<file path="src/rtl/baud_pkg.sv">
package baud_pkg;

    typedef enum logic [1:0] {
        ST_IDLE = 2'd0,
        ST_LOAD = 2'd1,
        ST_RUN  = 2'd2
    } gen_state_t;

endpackage

</file>
<file path="src/rtl/baud_regs.sv">
module baud_regs #(
    parameter int DIV_W  = 16,
    parameter int FRAC_W = 4,
    parameter int ADDR_W = 2,
    parameter int DATA_W = 8
) (
    input  logic              clk,
    input  logic              rst_n,
    input  logic              wr_en,
    input  logic [ADDR_W-1:0] wr_addr,
    input  logic [DATA_W-1:0] wr_data,
    output logic [DIV_W-1:0]  div_val,
    output logic [FRAC_W-1:0] frac_add,
    output logic [FRAC_W-1:0] frac_mul,
    output logic              restart
);
    localparam int NLANES = DIV_W / DATA_W;
    localparam logic [ADDR_W-1:0] FRAC_ADDR = ADDR_W'(NLANES);

    logic [DATA_W-1:0] lane_q [NLANES];

    // One register per divisor byte lane, placed at consecutive addresses.
    for (genvar g = 0; g < NLANES; g++) begin : g_lane
        always_ff @(posedge clk or negedge rst_n) begin
            if (!rst_n) begin
                lane_q[g] <= '0;
            end else if (wr_en && wr_addr == ADDR_W'(g)) begin
                lane_q[g] <= wr_data;
            end
        end
        assign div_val[g*DATA_W +: DATA_W] = lane_q[g];
    end

    // Fractional setting: add value in the low field, multiplier above it.
    always_ff @(posedge clk or negedge rst_n) begin
        if (!rst_n) begin
            frac_add <= '0;
            frac_mul <= FRAC_W'(1);
        end else if (wr_en && wr_addr == FRAC_ADDR) begin
            frac_add <= wr_data[FRAC_W-1:0];
            frac_mul <= wr_data[2*FRAC_W-1:FRAC_W];
        end
    end

    assign restart = wr_en && (wr_addr <= FRAC_ADDR);

endmodule

</file>
<file path="src/rtl/baud_frac.sv">
module baud_frac #(
    parameter int FRAC_W = 4
) (
    input  logic              clk,
    input  logic              rst_n,
    input  logic              run,
    input  logic [FRAC_W-1:0] frac_add,
    input  logic [FRAC_W-1:0] frac_mul,
    output logic              ce
);
    localparam int ACC_W = FRAC_W + 1;

    logic [ACC_W-1:0] acc_q;
    logic             owe;

    assign owe = (acc_q >= {1'b0, frac_mul});

    // A zero add value bypasses the stage entirely.
    assign ce = run && ((frac_add == '0) || !owe);

    always_ff @(posedge clk or negedge rst_n) begin
        if (!rst_n) begin
            acc_q <= '0;
        end else if (!run) begin
            acc_q <= '0;
        end else if (frac_add != '0) begin
            if (owe) begin
                acc_q <= acc_q - {1'b0, frac_mul};
            end else begin
                acc_q <= acc_q + ACC_W'(frac_add);
            end
        end
    end

endmodule

</file>
<file path="src/rtl/baud_div.sv">
module baud_div
    import baud_pkg::*;
#(
    parameter int DIV_W = 16,
    parameter int OVS   = 16
) (
    input  logic             clk,
    input  logic             rst_n,
    input  logic             enable,
    input  logic             restart,
    input  logic             ce,
    input  logic [DIV_W-1:0] div_val,
    output logic             run,
    output logic             tick_x16,
    output logic             tick_bit
);
    localparam int OVS_W = $clog2(OVS);
    localparam logic [OVS_W-1:0] OVS_LAST = OVS_W'(OVS - 1);

    gen_state_t       state_q, state_d;
    logic [DIV_W-1:0] cnt_q;
    logic [DIV_W-1:0] reload;
    logic [OVS_W-1:0] ovs_q;

    assign reload = (div_val == '0) ? '0 : div_val - DIV_W'(1);
    assign run    = (state_q == ST_RUN);

    // State register.
    always_ff @(posedge clk or negedge rst_n) begin
        if (!rst_n) begin
            state_q <= ST_IDLE;
        end else begin
            state_q <= state_d;
        end
    end

    // Next-state logic.
    always_comb begin
        state_d = state_q;
        unique case (state_q)
            ST_IDLE: if (enable) state_d = ST_LOAD;
            ST_LOAD: state_d = ST_RUN;
            ST_RUN:  if (!enable) state_d = ST_IDLE;
            default: state_d = ST_IDLE;
        endcase
        if (restart) begin
            state_d = enable ? ST_LOAD : ST_IDLE;
        end
    end

    // Counters and registered strobes.
    always_ff @(posedge clk or negedge rst_n) begin
        if (!rst_n) begin
            cnt_q    <= '0;
            ovs_q    <= '0;
            tick_x16 <= 1'b0;
            tick_bit <= 1'b0;
        end else begin
            unique case (state_q)
                ST_LOAD: begin
                    cnt_q    <= reload;
                    ovs_q    <= '0;
                    tick_x16 <= 1'b0;
                    tick_bit <= 1'b0;
                end
                ST_RUN: begin
                    tick_x16 <= ce && (cnt_q == '0);
                    if (ce) begin
                        cnt_q <= (cnt_q == '0) ? reload : cnt_q - DIV_W'(1);
                    end
                    tick_bit <= tick_x16 && (ovs_q == OVS_LAST);
                    if (tick_x16) begin
                        ovs_q <= ovs_q + OVS_W'(1);
                    end
                end
                default: begin
                    tick_x16 <= 1'b0;
                    tick_bit <= 1'b0;
                end
            endcase
        end
    end

endmodule

</file>
<file path="src/rtl/baud_frac_gen.sv">
module baud_frac_gen #(
    parameter int DIV_W  = 16,
    parameter int FRAC_W = 4,
    parameter int ADDR_W = 2,
    parameter int DATA_W = 8,
    parameter int OVS    = 16
) (
    input  logic              clk,
    input  logic              rst_n,
    input  logic              wr_en,
    input  logic [ADDR_W-1:0] wr_addr,
    input  logic [DATA_W-1:0] wr_data,
    input  logic              enable,
    output logic              tick_x16,
    output logic              tick_bit
);
    logic [DIV_W-1:0]  div_val;
    logic [FRAC_W-1:0] frac_add;
    logic [FRAC_W-1:0] frac_mul;
    logic              restart;
    logic              run;
    logic              ce;

    baud_regs #(
        .DIV_W (DIV_W),
        .FRAC_W(FRAC_W),
        .ADDR_W(ADDR_W),
        .DATA_W(DATA_W)
    ) u_regs (
        .clk     (clk),
        .rst_n   (rst_n),
        .wr_en   (wr_en),
        .wr_addr (wr_addr),
        .wr_data (wr_data),
        .div_val (div_val),
        .frac_add(frac_add),
        .frac_mul(frac_mul),
        .restart (restart)
    );

    baud_frac #(
        .FRAC_W(FRAC_W)
    ) u_frac (
        .clk     (clk),
        .rst_n   (rst_n),
        .run     (run),
        .frac_add(frac_add),
        .frac_mul(frac_mul),
        .ce      (ce)
    );

    baud_div #(
        .DIV_W(DIV_W),
        .OVS  (OVS)
    ) u_div (
        .clk     (clk),
        .rst_n   (rst_n),
        .enable  (enable),
        .restart (restart),
        .ce      (ce),
        .div_val (div_val),
        .run     (run),
        .tick_x16(tick_x16),
        .tick_bit(tick_bit)
    );

endmodule

</file>
<file path="config.mk">
export PLATFORM = sky130hd
export DESIGN_NAME = baud_frac_gen
export DESIGN_NICKNAME = d
export VERILOG_FILES = /design/src/rtl/baud_pkg.sv /design/src/rtl/baud_regs.sv /design/src/rtl/baud_frac.sv /design/src/rtl/baud_div.sv /design/src/rtl/baud_frac_gen.sv
export SDC_FILE = /design/constraint.sdc
export NUM_CORES = 1
export LEC_CHECK = 0
export ABC_AREA = 1
export BUFFER_PORTS_ARGS = -buffer_cell sky130_fd_sc_hd__buf_2
export CAP_MARGIN = 5
export CORE_MARGIN = 4
export CORE_UTILIZATION = 60
export DETAILED_ROUTE_END_ITERATION = 16
export GPL_ROUTABILITY_DRIVEN = 0
export PLACE_DENSITY = 0.82
export REMOVE_ABC_BUFFERS = 1
export SYNTH_ARGS = -nofsm -noshare
export SYNTH_HDL_FRONTEND = slang
export SYNTH_SLANG_ARGS = --single-unit
</file>
<file path="constraint.sdc">
create_clock -name clk -period 3.6 [get_ports clk]
set_input_delay 0 -clock clk [delete_from_list [all_inputs] [get_ports clk]]
set_output_delay 0 -clock clk [all_outputs]
set_load 0.01 [all_outputs]
</file>
# Word level (Yosys, flattened, before mapping)
# Cells that the tools add are included.
# Widths: inputs -> output; s select.
# op_classes
add_sub_neg	5
magnitude_cmp	2
n_eq_ne	10
n_mux	16
n_reduce_logical	19
# ops
op	count
$mux 16	3
$logic_not 16->1	2
$pmux 16 s2	1
$sub 16x1->16 const B	2
$mux 5	3
$pmux 4 s2	1
$logic_and 1x1->1	7
$mux 2	3
$ne 3x3->1 const B	2
$pmux 2 s3	1
$reduce_and 2->1	3
$add 5x4->5	1
$ge 5x4->1	1
$sub 5x4->5	1
$add 4x1->4 const B	1
$eq 2x1->1 const B	2
$eq 2x2->1 const B	2
$eq 4x4->1 const B	1
$logic_not 2->1	2
$logic_not 4->1	1
$mux 4	1
$ne 2x1->1 const B	2
$reduce_bool 4->1	1
$mux 1	3
other kinds (5)	5
# totals
register_bits	53
input_bits	14
out_inout_bits	2
wordCells	62

# Longest topological paths before layout
# logic_depth
word_depth	6
depth_mapped	12
depth_no_buf	12

# Cells and area by module
# A second synthesis with hierarchy kept.
# unflattened
cells_unflattened	554
hier_area_um2	3852.4
# by_module_without_submodules
module	n_inst	cells_each	area_each_um2	seq_area_each_um2
baud_div	1	348	2150.8	600.6
baud_regs	1	108	1047.3	601.8
baud_frac	1	98	654.4	125.1

# Worst setup path after synthesis
# No wires, ideal clock.
# synth_timing
path_kind	flip-flop to flip-flop
startpoint	register u_regs.frac_mul[0]
endpoint	register u_frac.acc_q[4]
setup_time_ns	0.117
arrival_ns	1.631
required_time_ns	3.483
slack_ns	1.852
path_stages_with_launch	12
path_buffers	0
period_less_slack_ns	1.748
path_cell_list	dfstp_2 ha_1 inv_1 fa_1 nand2_1 inv_1 o21ai_0 nand2_1 xor2_1 nand2_1 nand3_1 nand2_1
# synth_between
elab_chain_cells	4
# synth_rtl
item	line	source
start, declared	baud_regs.sv:14	output logic [FRAC_W-1:0] frac_mul,
start signal, assigned	baud_regs.sv:41	frac_mul <= wr_data[2*FRAC_W-1:FRAC_W];
$sub 5x4->5 or $ge 5x4->1 (tied branches)	baud_frac.sv:28, baud_frac.sv:16	
$mux 5 *	baud_frac.sv:27	if (owe) begin
$mux 5 *	baud_frac.sv:26	end else if (frac_add != '0) begin
$mux 5 *	baud_frac.sv:24	end else if (!run) begin
end signal, assigned	baud_frac.sv:28	acc_q <= acc_q - {1'b0, frac_mul};
end signal, assigned	baud_frac.sv:30	acc_q <= acc_q + ACC_W'(frac_add);
end, declared	baud_frac.sv:13	logic [ACC_W-1:0] acc_q;
# Every way passes the cells marked *; elsewhere a longest branch is shown, timed or not. The select of a mux whose other input is x is not followed.
# A chain may end at the register's enable or synchronous reset.

# Final worst setup path
# Same ends and word-level chain as after synthesis.

==> PnR_summary.wiki <==
{| class="wikitable"
! Metric !! Value
|-
| ANT cells || 0
|-
| Core region area || between 0.005 and 0.006 mm^2
|-
| Total standard cell area after synthesis || ~0.0034 mm^2
|-
| Number of cells in the design after placement || 566
|-
| Share of power burned in the clock network || between 15 and 20%
|-
| Clock skew || about 6.5 ps
|-
| Clock slew at reported path FFs || roughly 100 ps
|-
| Sort of element at the start of the critical path || register
|-
| Most prevalent standard cell on the critical path || sky130_fd_sc_hd__nand2_1
|-
| Most instantiated cells after synthesis || sky130_fd_sc_hd__nand2_1, sky130_fd_sc_hd__inv_1, sky130_fd_sc_hd__dfrtp_1, sky130_fd_sc_hd__nor2_1, sky130_fd_sc_hd__o21ai_0
|-
| Final global-route overflow total || 0
|-
| Number of flops mapped to enable cells by yosys || 0
|-
| Number of standard cells after synthesis || 485
|-
| Static power due to leakage || just under 2 nW
|-
| Power density cells || about 570 mW/mm^2
|-
| TritonCTS buffer count || 5
|-
| Routed WL per cell || around 13 um
|-
| Share of cells above drive strength 1 || around 8.6%
|-
| Avg Cell Area, Syn || a little over 7 um^2
|-
| Drt total wl || 7.38 mm
|-
| # nets final || 536
|-
| Number of vias after detailed routing || 3,104
|-
| Count of cell types in the netlist || 34
|-
| Latest clock arrival within the worst-skew pair || between 300 and 400 ps
|-
| Transition time of the tightest slew-check pin || around 570 ps
|-
| Crit end category || register
|-
| Min-Delay Path Class || in -> reg
|-
| Arrival time reported for the critical path endpoint || roughly 2100 ps
|-
| Sum Neg Setup Slack || 0 ps
|-
| DRT antenna net count || 0
|-
| Input/output buffers || 15
|-
| Ys async rst share || 100%
|-
| Clock net sink count || 53
|-
| Buffer levels on the longest clock path || 2
|-
| Number of detailed-routing iterations run before antenna repair || 5
|-
| Synth warn || 0
|-
| Final Cycle Share || between 50% and 60%
|-
| Vias per Instance || 5.34
|-
| Violations in the final reports || negative hold slack
|-
| Total power || 2.13 mW
|-
| Number of I/O pins || 16
|-
| Max IR drop VDD || between 0.0003 and 0.0004 V
|-
| Kind of critical path || reg -> reg
|-
| Cell-by-cell trace of the critical path || ha_1 -> inv_1 -> fa_1 -> nand2_1 -> inv_1 -> o21ai_0 -> nand2_1 -> xor2_1 -> nand2_1 -> nand3_1 -> nand2_1
|-
| Critical path buffer and inverter count || 2
|-
| Final period demand of the worst path || around 1900 ps
|-
| Slowest stage delay, CP || 550 ps
|-
| Number of global-route vias before repair || ~2,900
|-
| Total global routing track utilization || a little under a quarter
|-
| Final count of negative-setup-slack endpoints || 0
|-
| TritonCTS clock tree || done
|-
| Logic pwr share || approximately 41%
|-
| Internal || ~1.2 mW
|-
| Area of all placed cells without fillers || 0.00373 mm^2
|-
| Library cell occupying the most area in the post-synthesis netlist || sky130_fd_sc_hd__dfrtp_1
|-
| Total of cells resized after clock tree synthesis || 0
|-
| Initial antenna violation count || 0
|-
| Largest net degree at the start of global routing || 46
|-
| Run status || finished with violations
|-
| Switching part of the total || 43.8%
|-
| Maximum achievable frequency || roughly 520 MHz
|-
| Master of the slowest instance on the critical path || sky130_fd_sc_hd__dfstp_2
|-
| Core Rows || 27
|-
| Cell area after placement || ~0.0036 mm^2
|-
| Unrepaired setup endpoints after global routing || no
|-
| H-tree depth reported by CTS || 2
|-
| Half-perimeter wire length after placement || between 5 and 6 mm
|-
| Worst relative slew slack || between 60% and 70%
|-
| Post-CTS Setup Repair Bufs || 0
|-
| Leading post-synthesis cells by cell area || sky130_fd_sc_hd__dfrtp_1, sky130_fd_sc_hd__nand2_1, sky130_fd_sc_hd__o21ai_0, sky130_fd_sc_hd__inv_1, sky130_fd_sc_hd__nand3_1
|-
| Fraction of post-synthesis cell area in the top cell type by area || between 30% and 40%
|-
| Switching power || ~0.93 mW
|-
| Most instantiated library cell after synthesis || sky130_fd_sc_hd__nand2_1
|-
| Die outline area || roughly 0.0070 mm^2
|-
| Die span in x || about 84 um
|-
| Master cell of the clock root buffer || sky130_fd_sc_hd__clkbuf_8
|-
| Number of hold violations in the final report || 2
|-
| Post-route non-filler standard cell count || just under 600
|-
| Critical-path maximum fanout || 2
|-
| Residual DRC count || 0
|-
| Relative contribution of sequential cells to total power || between 40% and 50%
|-
| Count of state elements after synthesis || 53
|-
| First-pass GRT wire length || around 13 mm
|-
| Initial Util || 62.1%
|-
| Flip-flop cell with the highest count after synthesis || sky130_fd_sc_hd__dfrtp_1
|-
| Synth-to-Final Area Change || 8.32%
|-
| Violation count after the first detailed-routing iteration || about 160
|-
| Required @ worst endpoint || approximately 3800 ps
|-
| Worst Hold Slack || -3.41 ps
|-
| Max Transition Viols Final || 0
|-
| Die height || about 84 um
|-
| Max-cap violation count || 0
|-
| Proportion of synthesized chip area in sequential cells || between 30% and 40%
|-
| Family with the most delay on the worst path || flip-flops
|}
## power groups by stage
stage | registers (mW) | logic, mW | clock network [mW]
floorplan | 0.866 | 0.689 | 0
global route | 0.926 | 1.02 | 0.377
finish | 0.904 | 0.881 | 0.348
detailed placement | 0.911 | 0.867 | 0
global placement | 0.904 | 0.829 | 0
CTS | 0.900 | 0.878 | 0.352
## tightest hold or removal path: cells and delay by family
| family | cells | cell delay [ps] |
|---|---|---|
| AOI/OAI and AO/OA | 1 | 140 |
| buffers and inverters | 2 | 130 |
## through the flow
step | utilization, % | worst slack (ps)
global placement | 64.4 | 1790
finish | 67.3 | 1690
detailed placement | 64.4 | 1690
floorplan | - | 1850
CTS | 67.3 | 1700
global route | 67.3 | 1530
## area by class of cell
class	instances	area, um^2
Fill cell	509	1810
Tap cell	72	90.1
Multi-Input combinational cell	367	1850
Clock buffer	5	68.8
Clock inverter	3	21.3
Sequential cell	53	1330
Timing Repair Buffer	23	153
Inverter	58	220
## sequential cells by signal (all words and copies together) (netlist names)
| register | cells |
|---|---|
| u_div.ovs_q | 4 |
| u_div.tick_x16 | 1 |
| u_regs.frac_mul | 4 |
| u_regs.div_val | 16 |
| u_div.cnt_q | 16 |
| u_div.tick_bit | 1 |
| u_regs.frac_add | 4 |
| u_div.state_q | 2 |
| u_frac.acc_q | 5 |
## cell usage in the layout, fill, tap and decap left out, drive strengths merged, types with 2 or more instances in the layout
cell type and instances:
a21boi 2, a21oi 4, buf 16, clkbuf 5, dfrtp 52, dlygate4sd3 7, fa 2, ha 12
inv 59, nand2 164, nand3 44, nand3b 6, nor2 61, nor3 2, o21ai 48, xnor2 4
xor2 12
## final timing paths
kind,start,endpoint,slack (ps),cells after the start
worst max-delay path,u_regs.frac_mul[0],u_frac.acc_q[4],1690,11
worst min-delay path,wr_data[7],u_regs.frac_mul[3],-3,3
worst max register to register,u_regs.frac_mul[0],u_frac.acc_q[4],1690,11
worst min register to register,u_div.cnt_q[0],u_div.cnt_q[0],490,2
max in group asynchronous,rst_n,u_regs.frac_mul[0],2750,3
min in group asynchronous,rst_n,u_div.tick_bit,40,2
## cells by family after synthesis
logic type               share of synthesized area, %
flip-flops                                       38.6
buffers and inverters                            7.74
AND/OR/NAND/NOR                                  35.4
XOR/XNOR                                         4.07
AO/OA/AOI/OAI                                    8.65
adder cells (fa/ha/maj)                          5.53
## routing by layer
layer | track usage, % | vias to the layer above | routed length (um)
li1 | - | 1584 | -
met1 | 32.0 | 1415 | 3410
met2 | 37.0 | 92 | 3490
met3 | 4.34 | 13 | 364
met4 | 6.87 | 0 | 118
met5 | 0 | - | 0
## what timing repair did
item,CTS,global route
hold buffers,7,0
setup endpoints to repair,0,0
hold endpoints to repair,66,0
(Power assumes the default switching activity.)
